`src/rtl/spiPortPkg.sv`:
```
`timescale 1ns/1ps
package spiPortPkg;
  localparam int CMD_BITS  = 16;
  localparam int ADDR_W    = 13;
  localparam int BYTE_W    = 8;
  localparam int BIT_IDX_W = $clog2(BYTE_W);

  typedef enum logic {
    PH_CMD  = 1'b0,
    PH_DATA = 1'b1
  } phase_e;

  // Strobes from control to datapath, valid for one system clock
  typedef struct packed {
    logic                 shiftBit;
    logic                 latchAddr;
    logic                 stepAddr;
    logic                 writeByte;
    logic                 loadRead;
    logic                 driveBit;
    logic                 lsbOrder;
    logic [BIT_IDX_W-1:0] bitIdx;
  } strobe_t;
endpackage

```
`src/rtl/spiPinSync.sv`:
```
`timescale 1ns/1ps
module spiPinSync #(
  parameter int STAGES = 2
) (
  input  logic clk,
  input  logic rstN,
  input  logic sclkPin,
  input  logic csNPin,
  input  logic dataPin,
  output logic sclkRise,
  output logic sclkFall,
  output logic csActive,
  output logic dataBit
);
  localparam int TOP = STAGES - 1;

  logic [STAGES-1:0] sclkSh, csSh, dataSh;
  logic sclkLast;

  always_ff @(posedge clk or negedge rstN) begin
    if (!rstN) begin
      sclkSh   <= '0;
      csSh     <= '1;
      dataSh   <= '0;
      sclkLast <= 1'b0;
    end else begin
      sclkSh   <= {sclkSh[STAGES-2:0], sclkPin};
      csSh     <= {csSh[STAGES-2:0], csNPin};
      dataSh   <= {dataSh[STAGES-2:0], dataPin};
      sclkLast <= sclkSh[TOP];
    end
  end

  // Data runs through the same depth as the clock, so they stay aligned
  assign sclkRise = sclkSh[TOP] & ~sclkLast;
  assign sclkFall = ~sclkSh[TOP] & sclkLast;
  assign csActive = ~csSh[TOP];
  assign dataBit  = dataSh[TOP];
endmodule

```
`src/rtl/spiPortCtrl.sv`:
```
`timescale 1ns/1ps
module spiPortCtrl
  import spiPortPkg::*;
(
  input  logic    clk,
  input  logic    rstN,
  input  logic    sclkRise,
  input  logic    sclkFall,
  input  logic    csActive,
  input  logic [2:0] cmdHi,     // {read, len[1:0]} of the word being completed
  input  logic    cfgLsb,
  output strobe_t strobe,
  output logic    rdOn
);
  localparam logic [3:0] CMD_LAST  = 4'(CMD_BITS - 1);
  localparam logic [3:0] BYTE_LAST = 4'(BYTE_W - 1);

  phase_e     phase;
  logic [3:0] bitCnt;
  logic       isRead;
  logic [1:0] lenCode;
  logic [1:0] bytesLeft;
  logic       pendLoad;
  logic       frameLsb;

  logic idle, midByte, streaming, cmdDone, byteDone;

  assign idle      = (phase == PH_CMD) && (bitCnt == '0);
  assign midByte   = bitCnt[BIT_IDX_W-1:0] != '0;
  assign streaming = lenCode == 2'b11;
  assign cmdDone   = (phase == PH_CMD) && (bitCnt == CMD_LAST);
  assign byteDone  = (phase == PH_DATA) && (bitCnt == BYTE_LAST);

  always_comb begin
    strobe          = '0;
    strobe.lsbOrder = frameLsb;
    strobe.bitIdx   = bitCnt[BIT_IDX_W-1:0];
    strobe.loadRead = pendLoad;
    if (csActive && sclkRise) begin
      strobe.shiftBit  = 1'b1;
      strobe.latchAddr = cmdDone;
      strobe.stepAddr  = byteDone;
      strobe.writeByte = byteDone && !isRead;
    end
    if (csActive && sclkFall && phase == PH_DATA && isRead)
      strobe.driveBit = 1'b1;
  end

  always_ff @(posedge clk or negedge rstN) begin
    if (!rstN) begin
      phase     <= PH_CMD;
      bitCnt    <= '0;
      isRead    <= 1'b0;
      lenCode   <= '0;
      bytesLeft <= '0;
      pendLoad  <= 1'b0;
      frameLsb  <= 1'b0;
      rdOn      <= 1'b0;
    end else begin
      pendLoad <= 1'b0;
      if (idle) frameLsb <= cfgLsb;
      if (!csActive) begin
        // Inside a byte, or at the end of a stream: frame is over
        if (midByte || (phase == PH_DATA && streaming)) begin
          phase  <= PH_CMD;
          bitCnt <= '0;
          rdOn   <= 1'b0;
        end
      end else if (sclkRise) begin
        if (phase == PH_CMD) begin
          if (cmdDone) begin
            phase     <= PH_DATA;
            bitCnt    <= '0;
            isRead    <= cmdHi[2];
            lenCode   <= cmdHi[1:0];
            bytesLeft <= cmdHi[1:0];
            pendLoad  <= cmdHi[2];
          end else begin
            bitCnt <= bitCnt + 4'd1;
          end
        end else if (byteDone) begin
          bitCnt <= '0;
          if (!streaming && bytesLeft == '0) begin
            phase <= PH_CMD;
            rdOn  <= 1'b0;
          end else begin
            if (!streaming) bytesLeft <= bytesLeft - 2'd1;
            pendLoad <= isRead;
          end
        end else begin
          bitCnt <= bitCnt + 4'd1;
        end
      end else if (sclkFall && phase == PH_DATA && isRead) begin
        rdOn <= 1'b1;
      end
    end
  end
endmodule

```
`src/rtl/spiPortData.sv`:
```
`timescale 1ns/1ps
module spiPortData
  import spiPortPkg::*;
(
  input  logic              clk,
  input  logic              rstN,
  input  strobe_t           strobe,
  input  logic              dataBit,
  input  logic [BYTE_W-1:0] rdData,
  output logic [2:0]        cmdHi,
  output logic [ADDR_W-1:0] regAddr,
  output logic              wrEn,
  output logic [BYTE_W-1:0] wrData,
  output logic              outBit
);
  logic [CMD_BITS-1:0] shiftReg, shiftNext;
  logic [ADDR_W-1:0]   addr;
  logic [BYTE_W-1:0]   rdByte;

  // LSB-first fills from the top, so a full word lands in natural position
  always_comb begin
    if (strobe.lsbOrder) shiftNext = {dataBit, shiftReg[CMD_BITS-1:1]};
    else                 shiftNext = {shiftReg[CMD_BITS-2:0], dataBit};
  end

  assign cmdHi   = shiftNext[CMD_BITS-1:CMD_BITS-3];
  assign regAddr = addr;
  assign wrEn    = strobe.writeByte;
  assign wrData  = strobe.lsbOrder ? shiftNext[CMD_BITS-1:CMD_BITS-BYTE_W]
                                   : shiftNext[BYTE_W-1:0];

  always_ff @(posedge clk or negedge rstN) begin
    if (!rstN) begin
      shiftReg <= '0;
      addr     <= '0;
      rdByte   <= '0;
      outBit   <= 1'b0;
    end else begin
      if (strobe.shiftBit) shiftReg <= shiftNext;
      if (strobe.latchAddr)
        addr <= shiftNext[ADDR_W-1:0];
      else if (strobe.stepAddr)
        addr <= strobe.lsbOrder ? addr + 1'b1 : addr - 1'b1;
      if (strobe.loadRead) rdByte <= rdData;
      if (strobe.driveBit)
        outBit <= rdByte[strobe.lsbOrder ? strobe.bitIdx : ~strobe.bitIdx];
    end
  end
endmodule

```
`src/rtl/spiRegFile.sv`:
```
`timescale 1ns/1ps
module spiRegFile
  import spiPortPkg::*;
#(
  parameter int NUM_REGS = 8
) (
  input  logic              clk,
  input  logic              rstN,
  input  logic              wrEn,
  input  logic [ADDR_W-1:0] addr,
  input  logic [BYTE_W-1:0] wrData,
  output logic [BYTE_W-1:0] rdData,
  output logic              cfgLsb
);
  localparam int IDX_W = (NUM_REGS > 1) ? $clog2(NUM_REGS) : 1;
  localparam logic [ADDR_W-1:0] LIMIT = ADDR_W'(NUM_REGS);

  logic [BYTE_W-1:0] regs [NUM_REGS];
  logic inRange;

  assign inRange = addr < LIMIT;

  always_ff @(posedge clk or negedge rstN) begin
    if (!rstN) begin
      for (int i = 0; i < NUM_REGS; i++) regs[i] <= '0;
    end else if (wrEn && inRange) begin
      regs[addr[IDX_W-1:0]] <= wrData;
    end
  end

  assign rdData = inRange ? regs[addr[IDX_W-1:0]] : '0;
  assign cfgLsb = regs[0][0];
endmodule

```
`src/rtl/spiRegPort.sv`:
```
`timescale 1ns/1ps
module spiRegPort
  import spiPortPkg::*;
#(
  parameter int NUM_REGS    = 8,
  parameter int SYNC_STAGES = 2
) (
  input  logic clk,
  input  logic rstN,
  input  logic spiClk,
  input  logic spiCsN,
  input  logic spiDataIn,
  output logic spiDataOut,
  output logic spiDataOe
);
  logic              sclkRise, sclkFall, csActive, dataBit;
  logic              rdOn, cfgLsb, wrEn, outBit;
  logic [2:0]        cmdHi;
  logic [ADDR_W-1:0] regAddr;
  logic [BYTE_W-1:0] wrData, rdData;
  strobe_t           strobe;

  spiPinSync #(.STAGES(SYNC_STAGES)) uSync (
    .clk(clk), .rstN(rstN),
    .sclkPin(spiClk), .csNPin(spiCsN), .dataPin(spiDataIn),
    .sclkRise(sclkRise), .sclkFall(sclkFall),
    .csActive(csActive), .dataBit(dataBit)
  );

  spiPortCtrl uCtrl (
    .clk(clk), .rstN(rstN),
    .sclkRise(sclkRise), .sclkFall(sclkFall), .csActive(csActive),
    .cmdHi(cmdHi), .cfgLsb(cfgLsb),
    .strobe(strobe), .rdOn(rdOn)
  );

  spiPortData uData (
    .clk(clk), .rstN(rstN),
    .strobe(strobe), .dataBit(dataBit), .rdData(rdData),
    .cmdHi(cmdHi), .regAddr(regAddr),
    .wrEn(wrEn), .wrData(wrData), .outBit(outBit)
  );

  spiRegFile #(.NUM_REGS(NUM_REGS)) uRegs (
    .clk(clk), .rstN(rstN),
    .wrEn(wrEn), .addr(regAddr), .wrData(wrData),
    .rdData(rdData), .cfgLsb(cfgLsb)
  );

  assign spiDataOe  = rdOn & csActive;
  assign spiDataOut = outBit & spiDataOe;
endmodule

```
`config.mk`:
```
export PLATFORM = sky130hd
export DESIGN_NAME = spiRegPort
export DESIGN_NICKNAME = d
export VERILOG_FILES = /design/src/rtl/spiPortPkg.sv /design/src/rtl/spiPinSync.sv /design/src/rtl/spiPortCtrl.sv /design/src/rtl/spiPortData.sv /design/src/rtl/spiRegFile.sv /design/src/rtl/spiRegPort.sv
export SDC_FILE = /design/constraint.sdc
export NUM_CORES = 1
export LEC_CHECK = 0
export ABC_AREA = 1
export BUFFER_PORTS_ARGS = -buffer_cell sky130_fd_sc_hd__buf_4
export CELL_PAD_IN_SITES_DETAIL_PLACEMENT = 1
export CELL_PAD_IN_SITES_GLOBAL_PLACEMENT = 1
export CORE_ASPECT_RATIO = 0.9
export CORE_UTILIZATION = 40
export DETAILED_ROUTE_END_ITERATION = 10
export PLACE_DENSITY_LB_ADDON = 0.3
export SYNTH_ARGS = -nofsm -noshare
export SYNTH_HDL_FRONTEND = slang
export SYNTH_HIERARCHICAL = 1
export SYNTH_SLANG_ARGS = --single-unit
```
`constraint.sdc`:
```
create_clock -name clk -period 2.21 [get_ports clk]
set_input_delay 0.221 -clock clk [delete_from_list [all_inputs] [get_ports clk]]
set_output_delay 0.221 -clock clk [all_outputs]
set_load 0.01 [all_outputs]
```
Word level (Yosys, flattened, before mapping)
Index checks and enable logic that the tools add are counted.
{"block": "classes", "addsub": 4, "magnitude_cmp": 4, "n_eq_ne": 10, "muxes": 47, "bitwise_logic": 10, "reduce_logical": 28}
{"cell": "64-bit bitwise mux", "count": 1}
{"cell": "8-bit 2-to-1 mux", "count": 5}
{"cell": "13-bit 2-to-1 mux", "count": 3}
{"cell": "4-bit 2-to-1 mux", "count": 7}
{"cell": "8-bit binary-select mux with 3-bit select", "count": 1}
{"cell": "8-bit demux with 3-bit select", "count": 1}
{"cell": "1-bit 2-to-1 mux", "count": 21}
{"cell": "16-bit 2-to-1 mux", "count": 1}
{"cell": "1-bit logical AND", "count": 14}
{"cell": "13-bit by 1-bit adder with 13-bit output, second input constant", "count": 1}
{"cell": "13-bit by 4-bit < comparator with 1-bit output, second input constant", "count": 1}
{"cell": "13-bit by 1-bit subtractor with 13-bit output, second input constant", "count": 1}
{"cell": "2-bit 2-to-1 mux", "count": 5}
{"cell": "3-bit != test, second input constant", "count": 3}
{"cell": "2-bit != test, second input constant", "count": 3}
{"cell": "6-bit AND reduction", "count": 1}
{"cell": "2-bit nonzero test", "count": 3}
{"cell": "3-bit nonzero test", "count": 2}
{"cell": "5-bit AND reduction", "count": 1}
{"cell": "4-bit by 1-bit adder with 4-bit output, second input constant", "count": 1}
{"cell": "1-bit AND", "count": 4}
{"cell": "4-bit by 3-bit == test with 1-bit output, second input constant", "count": 1}
{"cell": "4-bit == test, second input constant", "count": 1}
{"cell": "4-bit greater-or-equal comparator, second input constant", "count": 1}
{"cell": "other kinds (16)", "count": 20}
{"block": "word_totals", "register_bits": 122, "inputBits": 5, "output_inout_bits": 2, "elab_cells": 127}

Depth between registers and ports, before layout
Gate-level depths: netlist of the first run.
{"block": "depth", "ltp_word": 8, "ltp_mapped": 13, "mapped_depth_nobuf": 11}

Hierarchy
Netlist of the first run, hierarchy kept.
{"mod": "spiRegFile", "instances": 1, "cells_each": 459, "area_each_um2": 3552.2, "seq_area_each_um2": 1601.5}
{"mod": "spiPortData", "instances": 1, "cells_each": 333, "area_each_um2": 2477.4, "seq_area_each_um2": 950.9}
{"mod": "spiPortCtrl", "instances": 1, "cells_each": 109, "area_each_um2": 782.0, "seq_area_each_um2": 325.3}
{"mod": "spiPinSync", "instances": 1, "cells_each": 12, "area_each_um2": 196.4, "seq_area_each_um2": 177.7}
{"mod": "spiRegPort", "instances": 1, "cells_each": 4, "area_each_um2": 17.5, "seq_area_each_um2": 0.0}

Worst setup path after synthesis of the first run
Ideal clock, no wire load.
{"block": "synth_path", "path_type": "register -> register", "startpoint": "reg uCtrl.frameLsb", "endpoint": "reg uData.addr[8], in the netlist uData/regAddr[8]", "setup_ns": 0.124, "arrival_ns": 1.897, "required_time_ns": 2.086, "setup_slack_ns": 0.189, "stages_incl_launch_ff": 12, "path_buffers": 2, "period_less_slack_ns": 2.021, "path_cell_list": "dfrtp_1 buf_4 inv_2 buf_2 ha_1 a21oi_1 nor2_1 nor2_1 nand2_1 or2_1 nand3_1 nand3_1"}
{"block": "synth_between", "elab_chain_len": 3, "word_cells_on_any_way": 4, "classes_between": "4 x mux"}
{"item": "start, declared", "line_no": "spiPortCtrl.sv:24", "text": "logic frameLsb;"}
{"item": "start signal, assigned", "line_no": "spiPortCtrl.sv:61", "text": "if (idle) frameLsb <= cfgLsb;"}
{"item": "13-bit 2-to-1 mux", "line_no": "spiPortData.sv:43", "text": "addr <= strobe.lsbOrder ? addr + 1'b1 : addr - 1'b1;"}
{"item": "13-bit 2-to-1 mux", "line_no": "spiPortData.sv:42", "text": "else if (strobe.stepAddr)"}
{"item": "13-bit 2-to-1 mux *", "line_no": "spiPortData.sv:40", "text": "if (strobe.latchAddr)"}
{"item": "end signal, assigned", "line_no": "spiPortData.sv:41", "text": "addr <= shiftNext[ADDR_W-1:0];"}
{"item": "end signal, assigned", "line_no": "spiPortData.sv:43"}
{"item": "end, declared", "line_no": "spiPortData.sv:17", "text": "logic [ADDR_W-1:0] addr;"}
Every way passes the cells marked *; elsewhere a longest branch is shown, timed or not. The select of a mux whose other input is x is not followed.
A chain may end at the register's enable or synchronous reset.

==> out/metrics.yaml, run 1 <==
synth:
  netlist_top_cells_count: "nand2_1, dfrtp_1, nor2_1"
  ys_warn_count: 6
  synth_area_per_cell_sq_um: 7.661
  async_reset_ff_frac: 1.000
  synth_seq_cells: 122
  postSynthCellCount: 917
  ys_seq_area_frac: 0.4349
  ys.flop_type: "dfrtp_1"
  netlist_top_cells_area: "dfrtp_1, nand2_1, nand4_1, nor2_1, inv_1"
  netlist_area_sq_mm: 0.007025
  synth_most_common_cell: "nand2_1"
  synth-edff-count: 0
  synth_nets: 937
  yosysTopAreaCell: "dfrtp_1"
  synth_cell_types: 42
  synth_top_cell_area_share: 0.4274
pwr:
  finalPower_uw: 6023
  p_leak_uw: 0.004249
  max-vdd-ir-drop_mv: 0.5973
  pwr_density_cell_mw_per_mm2: 739.6
drt:
  avgRoutedWirePerCell_um: 18.31
  postRouteAntennaNets: 0
  drtPass1Iterations: 4
  drt_iter0_markers: 446
  dr_total_vias: 6263
  routed_via_density: 5.335
  drc: 0
  wl_um: 21500
cells_and_area:
  area_delta_synth_final_pct: 15.92
  seqCellArea_sq_mm: 0.003055
  stdcell_count: 1174
  antennaDiodeCount: 0
  fillCellCount: 2118
  utilization: 0.4790
  final_nets: 946
  drive_gt1_frac: 0.1310
  fin_area_sq_mm: 0.008144
  multi_input_area_sq_mm: 0.003437
timing:
  tightest_slew_ns: 0.6178
  skew_ns: 0.007750
  rsz0062_at_grt: "false"
  tns_ns: 0
  fmax_mhz: 487.0
  period_share: 0.9291
  hold_viol: 0
  setup_viol: 0
  min_period_ns: 2.053
  slew_violations: 0
  slew_headroom: 0.5871
clock_tree:
  cts_tree: "yes"
  clk_latency_ns: 0.43
  htreeDepth: 4
  cts_buffers: 17
  cts_buffer_depth: 2
  cts.sinks: 122
  cts-root-buf: "clkbuf_16"
  clk_pin_slew_ns: 0.06
placement:
  placed_area_sq_mm: 0.007316
  dpl.hpwl_um: 14260
  gp_congestion: 0.8203
  port_buffers: 6
  placedCellCount: 1134
global_route:
  grt_usage: 0.2531
  grt_max_degree: 66
  antenna_found_initial: 0
  grt_overflow: 0
  grt_pass1_vias: 6469
  grt_pass1_wl_um: 34920
floorplanning:
  die_w_um: 141.7
  ios: 7
  die_h_um: 127.7
  core_sq_mm: 0.01700
  initial_core_util: 0.4132
  die_area_sq_mm: 0.01810
  row_count: 45
critical_path:
  start_kind: "flip-flop"
  worst_ep_required_time_ns: 2.57
  critPathKind: "reg2reg"
  crit_path_end_kind: "flip-flop"
  arrival_ns: 2.41
  worst-path-max-fanout: 11
outcome:
  status: "complete, no violations"
min_path:
  hold_class: "in2async"
flow_run:
  maxCapViolations: 0
==> cell type report <==
class                      instances  share of cell area
clock buffer                      21             0.05900
inverter                          89             0.04117
timing repair buffer              34             0.04025
clock inverter                    11             0.02627
tap                              235             0.03610
multi-input combinational        662              0.4220
sequential                       122              0.3752
==> power by group <==
part           total [uW]  switching, uW  internal [uW]
clock network        3270           1040           2230
registers            2330           33.1           2290
logic                 424            333           91.1
total                6020           1410           4610
==> path summary, 6_finish.rpt <==
| check | from | endpoint | slack (ns) | cells past startpoint |
|---|---|---|---|---|
| setup / recovery | uCtrl/bitCnt[0] | uRegs/regs[31] | 0.16 | 9 |
| hold / removal | rstN | uRegs/regs[20] | 0.34 | 3 |
| setup reg to reg | uCtrl/bitCnt[0] | uRegs/regs[31] | 0.16 | 9 |
| hold reg to reg | uSync/dataSh[0] | uSync/dataSh[1] | 0.35 | 0 |
| max in group asynchronous | rstN | uData/regAddr[9] | 1.52 | 3 |
| min in group clk | uSync/dataSh[0] | uSync/dataSh[1] | 0.35 | 0 |
==> metal layers <==
layer	vias up	global-route usage	routed length (um)
li1	3020	-	-
met1	3121	0.3525	10410
met2	92	0.3987	9941
met3	30	0.04931	803
met4	0	0.07590	340
met5	-	0	0
==> registers in the layout (all words and copies together) (netlist names), 2 cells and up <==
name,cells
uData/rdByte,8
uSync/sclkSh,2
uData/regAddr,13
uCtrl/bitCnt,4
uData/shiftReg,16
uSync/dataSh,2
uRegs/regs,63
uCtrl/bytesLeft,2
uCtrl/lenCode,2
uSync/csSh,2
==> cell usage in the layout (no fill, tap or decap), types with 7 or more instances in the layout <==
| cell type | count |
|---|---|
| ha_1 | 14 |
| buf_4 | 24 |
| dfrtp_1 | 120 |
| nand4_4 | 8 |
| inv_2 | 16 |
| nand2_1 | 286 |
| nand3b_1 | 8 |
| o21ai_0 | 44 |
| nor2_1 | 106 |
| a21oi_1 | 14 |
| nand3_1 | 45 |
| nand2_2 | 7 |
| nand4_1 | 73 |
| clkbuf_16 | 18 |
| inv_1 | 71 |
==> worst max-delay path: stages (launching register included) <==
cell and delay (ns):
dfrtp_1 0.40, ha_1 0.22, nand2_1 0.09, nor2_2 0.17, nand2_2 0.13, nor3_4 0.27, clkbuf_16 0.25, buf_4 0.20
nand4_1 0.14, nand2_1 0.11
==> through the flow <==
step / setup slack, ns / hold slack, ns
global route: 0.01160 / 0.3519
finish: 0.1568 / 0.3415
global placement: 0.2036 / 0.2705
floorplan: 0.1889 / -0.07459
CTS: 0.05040 / 0.3489
detailed placement: 0.07756 / 0.2675
==> kinds of logic after synthesis <==
family | Yosys count | synth area share
compound gates | 78 | 0.06144
buf+inv | 133 | 0.08459
xor+xnor | 6 | 0.01015
fa+ha+maj | 15 | 0.02778
simple gates | 557 | 0.3715
mux | 6 | 0.009616
flops | 122 | 0.4349
==> timing repair <==
action / in CTS / in global routing
buffers inserted: 0 / 2
endpoints found under the hold margin: 123 / 0
hold buffers: 4 / 0
setup endpoints to repair: 0 / 56
resized for setup: 0 / 9
Power figures use the tool's default switching activity.
==> run 2, diff against run 1 <==
- PLACE_DENSITY: unset -> 0.73
- PLACE_DENSITY_LB_ADDON: 0.3 -> unset
- SETUP_SLACK_MARGIN: unset -> 0.05
- SYNTH_HIERARCHICAL: 1 -> unset
==> out/metrics.yaml, run 2 <==
synth:
  netlist_top_cells_area: "dfrtp_1, nand2_1, o21ai_0, nor2_1, inv_1"
  netlist_area_sq_mm: 0.005991  # -15%
  netlist_top_cells_count: "nand2_1, dfrtp_1, o21ai_0"
  synth_area_per_cell_sq_um: 8.063  # +5.2%
  yosysTopAreaCell: "dfrtp_1"
  synth_cell_types: 28  # -33%
  synth_seq_cells: 122  # unchanged
  synth_most_common_cell: "nand2_1"
  synth_nets: 763  # -19%
  postSynthCellCount: 743  # -19%
  ys_warn_count: 0  # -6
  synth_top_cell_area_share: 0.5013  # +0.07383
  ys.flop_type: "dfrtp_1"
  ys_seq_area_frac: 0.5100  # +0.07512
  synth-edff-count: 0  # unchanged
  async_reset_ff_frac: 1.000  # unchanged
critical_path:
  start_kind: "flip-flop"
  cp_slowest_cell: "dfstp_2"
  worst_ep_required_time_ns: 2.58  # about the same
  cp_common_cell: "nand2_1"
  critPathKind: "reg2reg"
  ff2ff_path_depth: 10  # +1
  slowest_delay_ns: 0.54  # +0.14 ns
  crit_cells: 10  # +1
  crit_chain: "inv_1 > nand3_1 > inv_1 > buf_4 > nand2_1 > buf_4 > clkinvlp_4 > a21oi_1 > nand2_1 > nand2_1"
  crit_path_end_kind: "flip-flop"
  arrival_ns: 2.45  # +0.04 ns
  worst-path-max-fanout: 19  # +8
  path_delay_family: "buffers and inverters"
  worst-path-buf-inv: 5  # +3
timing:
  hold_viol: 0  # unchanged
  rsz0062_at_grt: "true"
  fmax_mhz: 479.9  # -1.5%
  slew_violations: 0  # unchanged
  setup_viol: 0  # unchanged
  slew_headroom: 0.5398  # -0.04737
  tightest_slew_ns: 0.6904  # +0.07255 ns
  tns_ns: 0  # unchanged
  min_period_ns: 2.084  # +0.03043 ns
  period_share: 0.9428  # +0.01377
  skew_ns: 0.009987  # +0.002237 ns
placement:
  placedCellCount: 954  # -16%
  port_buffers: 6  # unchanged
  gp_congestion: 0.8407  # +2.5%
  dpl.hpwl_um: 12570  # -12%
pwr:
  finalPower_uw: 5563  # -7.6%
  max-vdd-ir-drop_mv: 0.6168  # +3.3%
  pwr_density_cell_mw_per_mm2: 775.0  # +4.8%
  p_leak_uw: 0.003479  # -18%
cells_and_area:
  stdcell_count: 1006  # -14%
  mostFrequentLayoutCells: "nand2_1, dfrtp_1, o21ai_0"
  drive_gt1_frac: 0.1139  # -0.01713
  area_delta_synth_final_pct: 19.82
  layout_commonest_cell: "nand2_1"
  final_nets: 815  # -14%
  largest_reg_flops: 63  # unchanged
  antennaDiodeCount: 0  # unchanged
  regMostFlops: "uRegs.regs"
drt:
  drt_iter0_markers: 323  # -28%
  drtPass1Iterations: 5  # +1
  postRouteAntennaNets: 0  # unchanged
  drc: 0  # unchanged
  routed_via_density: 5.358  # +0.43%
  dr_total_vias: 5390  # -14%
  wl_um: 18560  # -14%
  avgRoutedWirePerCell_um: 18.45  # +0.75%
clock_tree:
  cts.sinks: 122  # unchanged
  cts_buffers: 17  # unchanged
  cts_tree: "yes"
  cts-root-buf: "clkbuf_16"
  clk_pin_slew_ns: 0.05  # about the same
  cts_buffer_depth: 2  # unchanged
  htreeDepth: 4  # unchanged
  clk_latency_ns: 0.43  # about the same
floorplanning:
  initial_core_util: 0.4086  # -0.004569
  die_w_um: 131  # -7.5%
  die_area_sq_mm: 0.01547  # -15%
  ios: 7  # unchanged
  core_sq_mm: 0.01466  # -14%
  die_h_um: 118.1  # -7.5%
  row_count: 42  # -6.7%
global_route:
  grt_pass1_vias: 5674  # -12%
  grt_pass1_wl_um: 30100  # -14%
  antenna_found_initial: 0  # unchanged
  grt_overflow: 0  # unchanged
  grt_usage: 0.2630  # +0.009896
  grt_max_degree: 53  # -20%
min_path:
  hold_class: "in2async"
outcome:
  status: "complete, no violations"
flow_run:
  maxCapViolations: 0  # unchanged
[run 2: worst reg2reg max path: stages (launching register included)]
cell,delay [ns]
dfstp_2,0.54
inv_1,0.08
nand3_1,0.11
inv_1,0.08
buf_4,0.20
nand2_1,0.19
buf_4,0.22
clkinvlp_4,0.22
a21oi_1,0.24
nand2_1,0.08
nand2_1,0.06
[run 2: kinds of logic after synthesis]
logic type / after synthesis / synth area share
and+or+nand+nor: 324 / 0.2195
AOI/OAI and AO/OA: 186 / 0.1654
DFF: 122 / 0.5100
buffers and inverters: 87 / 0.05931
adders and majority gates: 15 / 0.03258
xor gates and xnor gates: 9 / 0.01316
[run 2: path summary, 6_finish.rpt]
kind,from,to,slack (ns)
max in group asynchronous,rstN,uRegs.regs[28],1.27
worst min register to register,uSync.sclkSh[0],uSync.sclkSh[1],0.35
worst min-delay path,rstN,uData.regAddr[6],0.28
worst max register to register,uSync.csSh[1],uData.regAddr[11],0.13
min in group clk,uSync.sclkSh[0],uSync.sclkSh[1],0.35
worst max-delay path,uSync.csSh[1],uData.regAddr[11],0.13
[run 2: area by class of cell]
type | instances | area (sq um)
timing repair inverter | 1 | 7.507
multi-input combinational | 534 | 2589
tap | 198 | 247.7
inverter | 64 | 251.5
fill | 1767 | 7483
timing repair buffer | 55 | 483.0
sequential | 122 | 3057
clock inverter | 9 | 75.07
clock buffer | 23 | 467.9
[run 2: per-stage QoR]
stage	utilization	area (sq um)	hold WS [ns]	setup WS, ns
2_1_floorplan	-	5992	-0.07459	0.2441
3_3_place_gp	0.4386	6431	0.1960	0.1429
3_5_place_dp	0.4386	6431	0.1908	0.03531
4_1_cts	0.4826	7076	0.2912	0.08106
5_1_grt	0.4896	7178	0.3075	-0.007706
6_report	0.4896	7178	0.2850	0.1263
[run 2: routing by layer]
metal  vias up  share of wire  track usage
met1      2715           0.47       0.3639
met4         0          0.013      0.08190
met3        20          0.039      0.05864
met2        88           0.48       0.4091
li1       2567              -            -
met5         -              0            0
[run 2: power breakdown]
group | internal (uW) | switching (uW)
Clock | 1590 | 1000
Sequential | 2310 | 58.3
Combinational | 198 | 408
Total | 4090 | 1470
[run 2: what timing repair did]
action                     4_1_cts  5_1_grt
hold endpoints to repair        29        0
resized for setup                1        8
setup endpoints to repair        6       46
setup buffers                    6        9
gates cloned                     0        1
hold buffers                     4        0
pin swaps                        1        0
==> run 3, diff against run 2 <==
- ABC_AREA: 1 -> unset
- PLACE_DENSITY: 0.73 -> 0.7
==> out/metrics.yaml, run 3 <==
outcome:
  status: "finished with violations"
  violations: "negative setup slack"
cells_and_area:
  fillCellCount: 1564  # -11%
  area_delta_synth_final_pct: 26.53
  regMostFlops: "uRegs.regs"
  drive_gt1_frac: 0.2986  # +0.1847
  mostFrequentLayoutCells: "dfrtp_1, nand2_1, buf_4"
  final_nets: 653  # -20%
  layout_commonest_cell: "dfrtp_1"
  largest_reg_flops: 63  # unchanged
  antennaDiodeCount: 0  # unchanged
  utilization: 0.5249  # +0.03531
global_route:
  grt_pass1_vias: 5142  # -9.4%
  grt_usage: 0.2443  # -0.01872
  grt_use_met1: 0.3299  # -0.03401
  grt_pass1_wl_um: 29030  # -3.6%
  grt_overflow: 0  # unchanged
  antenna_found_initial: 0  # unchanged
  grtUsageMet2: 0.3943  # -0.01475
  busiest_layer: "met2"
  grtUsageMet3: 0.03887  # -0.01977
  grt_max_degree: 57  # +7.5%
timing:
  min_period_ns: 2.251  # +0.1676 ns
  slew_headroom: 0.5548  # +0.01502
  tightest_slew_ns: 0.6634  # -0.02698 ns
  slew_violations: 0  # unchanged
  skew_ns: 0.01222  # +0.002237 ns
  setup_ws_ns: -0.04127  # -0.1676 ns
  setup_viol: 3  # +3
  fmax_mhz: 444.2  # -7.4%
  period_share: 1.019  # +0.07584
  hold_viol: 0  # unchanged
  rsz0062_at_grt: "true"
placement:
  place_ws_ns: -0.001840  # -0.03715 ns
  port_buffers: 6  # unchanged
  gp_congestion: 0.8341  # -0.79%
  dpl.hpwl_um: 12080  # -3.9%
critical_path:
  start_kind: "flip-flop"
  worst-path-max-fanout: 7  # -12
  rr_startpoint: "uCtrl.frameLsb"
  startpoint: "uCtrl.frameLsb"
  arrival_ns: 2.59  # +0.14 ns
  crit_path_end_kind: "flip-flop"
  worst_ep_required_time_ns: 2.55  # -0.03 ns
  critPathKind: "reg2reg"
synth:
  netlist_area_sq_mm: 0.006170  # +3.0%
  synth_cell_types: 61  # +120%
  postSynthCellCount: 572  # -23%
  yosysTopAreaCell: "dfrtp_1"
  ys.flop_type: "dfrtp_1"
  synth_seq_cells: 122  # unchanged
  ys_warn_count: 0  # unchanged
  synth_top_cell_area_share: 0.4867  # -0.01454
  ys_seq_area_frac: 0.4952  # -0.01479
  synth_most_common_cell: "dfrtp_1"
  synth_nets: 592  # -22%
  netlist_top_cells_count: "dfrtp_1, nand2_1, o21ai_0"
  netlist_top_cells_area: "dfrtp_1, mux2_2, mux4_2, o21ai_0, a21oi_1"
  synth_area_per_cell_sq_um: 10.79  # +34%
  synth-edff-count: 0  # unchanged
  async_reset_ff_frac: 1.000  # unchanged
drt:
  drtPass1Iterations: 5  # unchanged
  avgRoutedWirePerCell_um: 21.38  # +16%
  wl_um: 17980  # -3.1%
  drc: 0  # unchanged
  drt_iter0_markers: 308  # -4.6%
  routed_via_density: 5.673  # +5.9%
  dr_total_vias: 4771  # -11%
  postRouteAntennaNets: 0  # unchanged
min_path:
  hold_class: "in2async"
clock_tree:
  cts-root-buf: "clkbuf_16"
  cts_buffers: 17  # unchanged
  cts_buffer_depth: 2  # unchanged
  htreeDepth: 4  # unchanged
  clk_latency_ns: 0.43  # about the same
  cts_tree: "yes"
  cts.sinks: 122  # unchanged
  clk_pin_slew_ns: 0.06  # about the same
floorplanning:
  die_h_um: 119.8  # +1.5%
  die_w_um: 132.9  # +1.5%
  initial_core_util: 0.4149  # +0.006256
  ios: 7  # unchanged
  die_area_sq_mm: 0.01593  # +2.9%
  row_count: 42  # unchanged
  core_sq_mm: 0.01487  # +1.4%
pwr:
  pwr_density_cell_mw_per_mm2: 696.1  # -10%
  max-vdd-ir-drop_mv: 0.3486  # -43%
  p_leak_uw: 0.003456  # -0.68%
flow_run:
  maxCapViolations: 0  # unchanged
run 3: cell count changes after synthesis, sizes merged, moves of 27 or more:
cell	before	now
inv	63	14
nand3	33	6
nor2	64	36
mux2	0	37
nand2	214	61
o21ai	114	56
run 3: report_power, final:
part	internal [uW]	switching [uW]	total (uW)
Combinational	200	349	549
Clock	1550	942	2490
Sequential	2320	78.2	2400
Total	4060	1370	5430
run 3: worst max-delay path, stage by stage, from the launching register on:
cell and delay (ns):
dfrtp_1 0.42, clkinvlp_4 0.13, buf_12 0.16, buf_12 0.14
ha_4 0.29, and4_4 0.23, nand2_1 0.06, or3_4 0.35
and3_4 0.17, o31ai_4 0.20
run 3: worst paths after layout:
path | cells after the start | slack, ns | end
max | 9 | -0.04 | uData.regAddr[12]
max in group asynchronous | 3 | 1.18 | uRegs.regs[27]
min reg2reg | 0 | 0.37 | uSync.csSh[1]
max reg2reg | 9 | -0.04 | uData.regAddr[12]
min | 2 | 0.33 | uCtrl.bytesLeft[1]
min in group clk | 0 | 0.37 | uSync.csSh[1]
run 3: layout make-up:
type                            instances  area, sq um  area share
Timing Repair Buffer                   73        680.7     0.08719
Multi-Input combinational cell        405         3256      0.4171
Sequential cell                       122         3055      0.3914
Inverter                               14        56.30    0.007213
Tap cell                              198        247.7     0.03174
Clock inverter                          4        45.04    0.005770
Clock buffer                           25        465.4     0.05962
run 3: timing repair:
item,in CTS,in global routing
buffers inserted,9,4
resized for setup,21,25
hold endpoints to repair,37,0
hold buffers,4,0
endpoints found under the setup margin,27,31
pin swaps,16,12
run 3: stage by stage:
step | hold WS [ns] | cell area [sq um] | total power (uW) | instances | TNS (ns)
final | 0.3291 | 7806 | 5434 | 841 | -0.07681
after global routing | 0.3713 | 7806 | 5604 | 841 | -0.3933
after CTS | 0.3385 | 7646 | 5452 | 837 | 0
after detailed placement | 0.2440 | 6913 | 2962 | 795 | -0.001840
after global placement | 0.2298 | 6913 | 2933 | 795 | 0
after floorplan | -0.07459 | 6371 | 2697 | 572 | -1.807
run 3: kinds of logic after synthesis:
kind of cell               Yosys count  share of synthesized area
xor gates and xnor gates            11                    0.01562
muxes                               71                     0.1527
DFF                                122                     0.4952
AOI/OAI and AO/OA                  153                     0.1480
and+or+nand+nor                    155                     0.1223
adders and majority gates           15                    0.03164
buffers and inverters               45                    0.03448
run 3: layer usage:
layer	share of wire	vias up
li1	-	2198
met1	0.46	2465
met2	0.48	81
met3	0.037	27
met4	0.020	0
met5	0	-
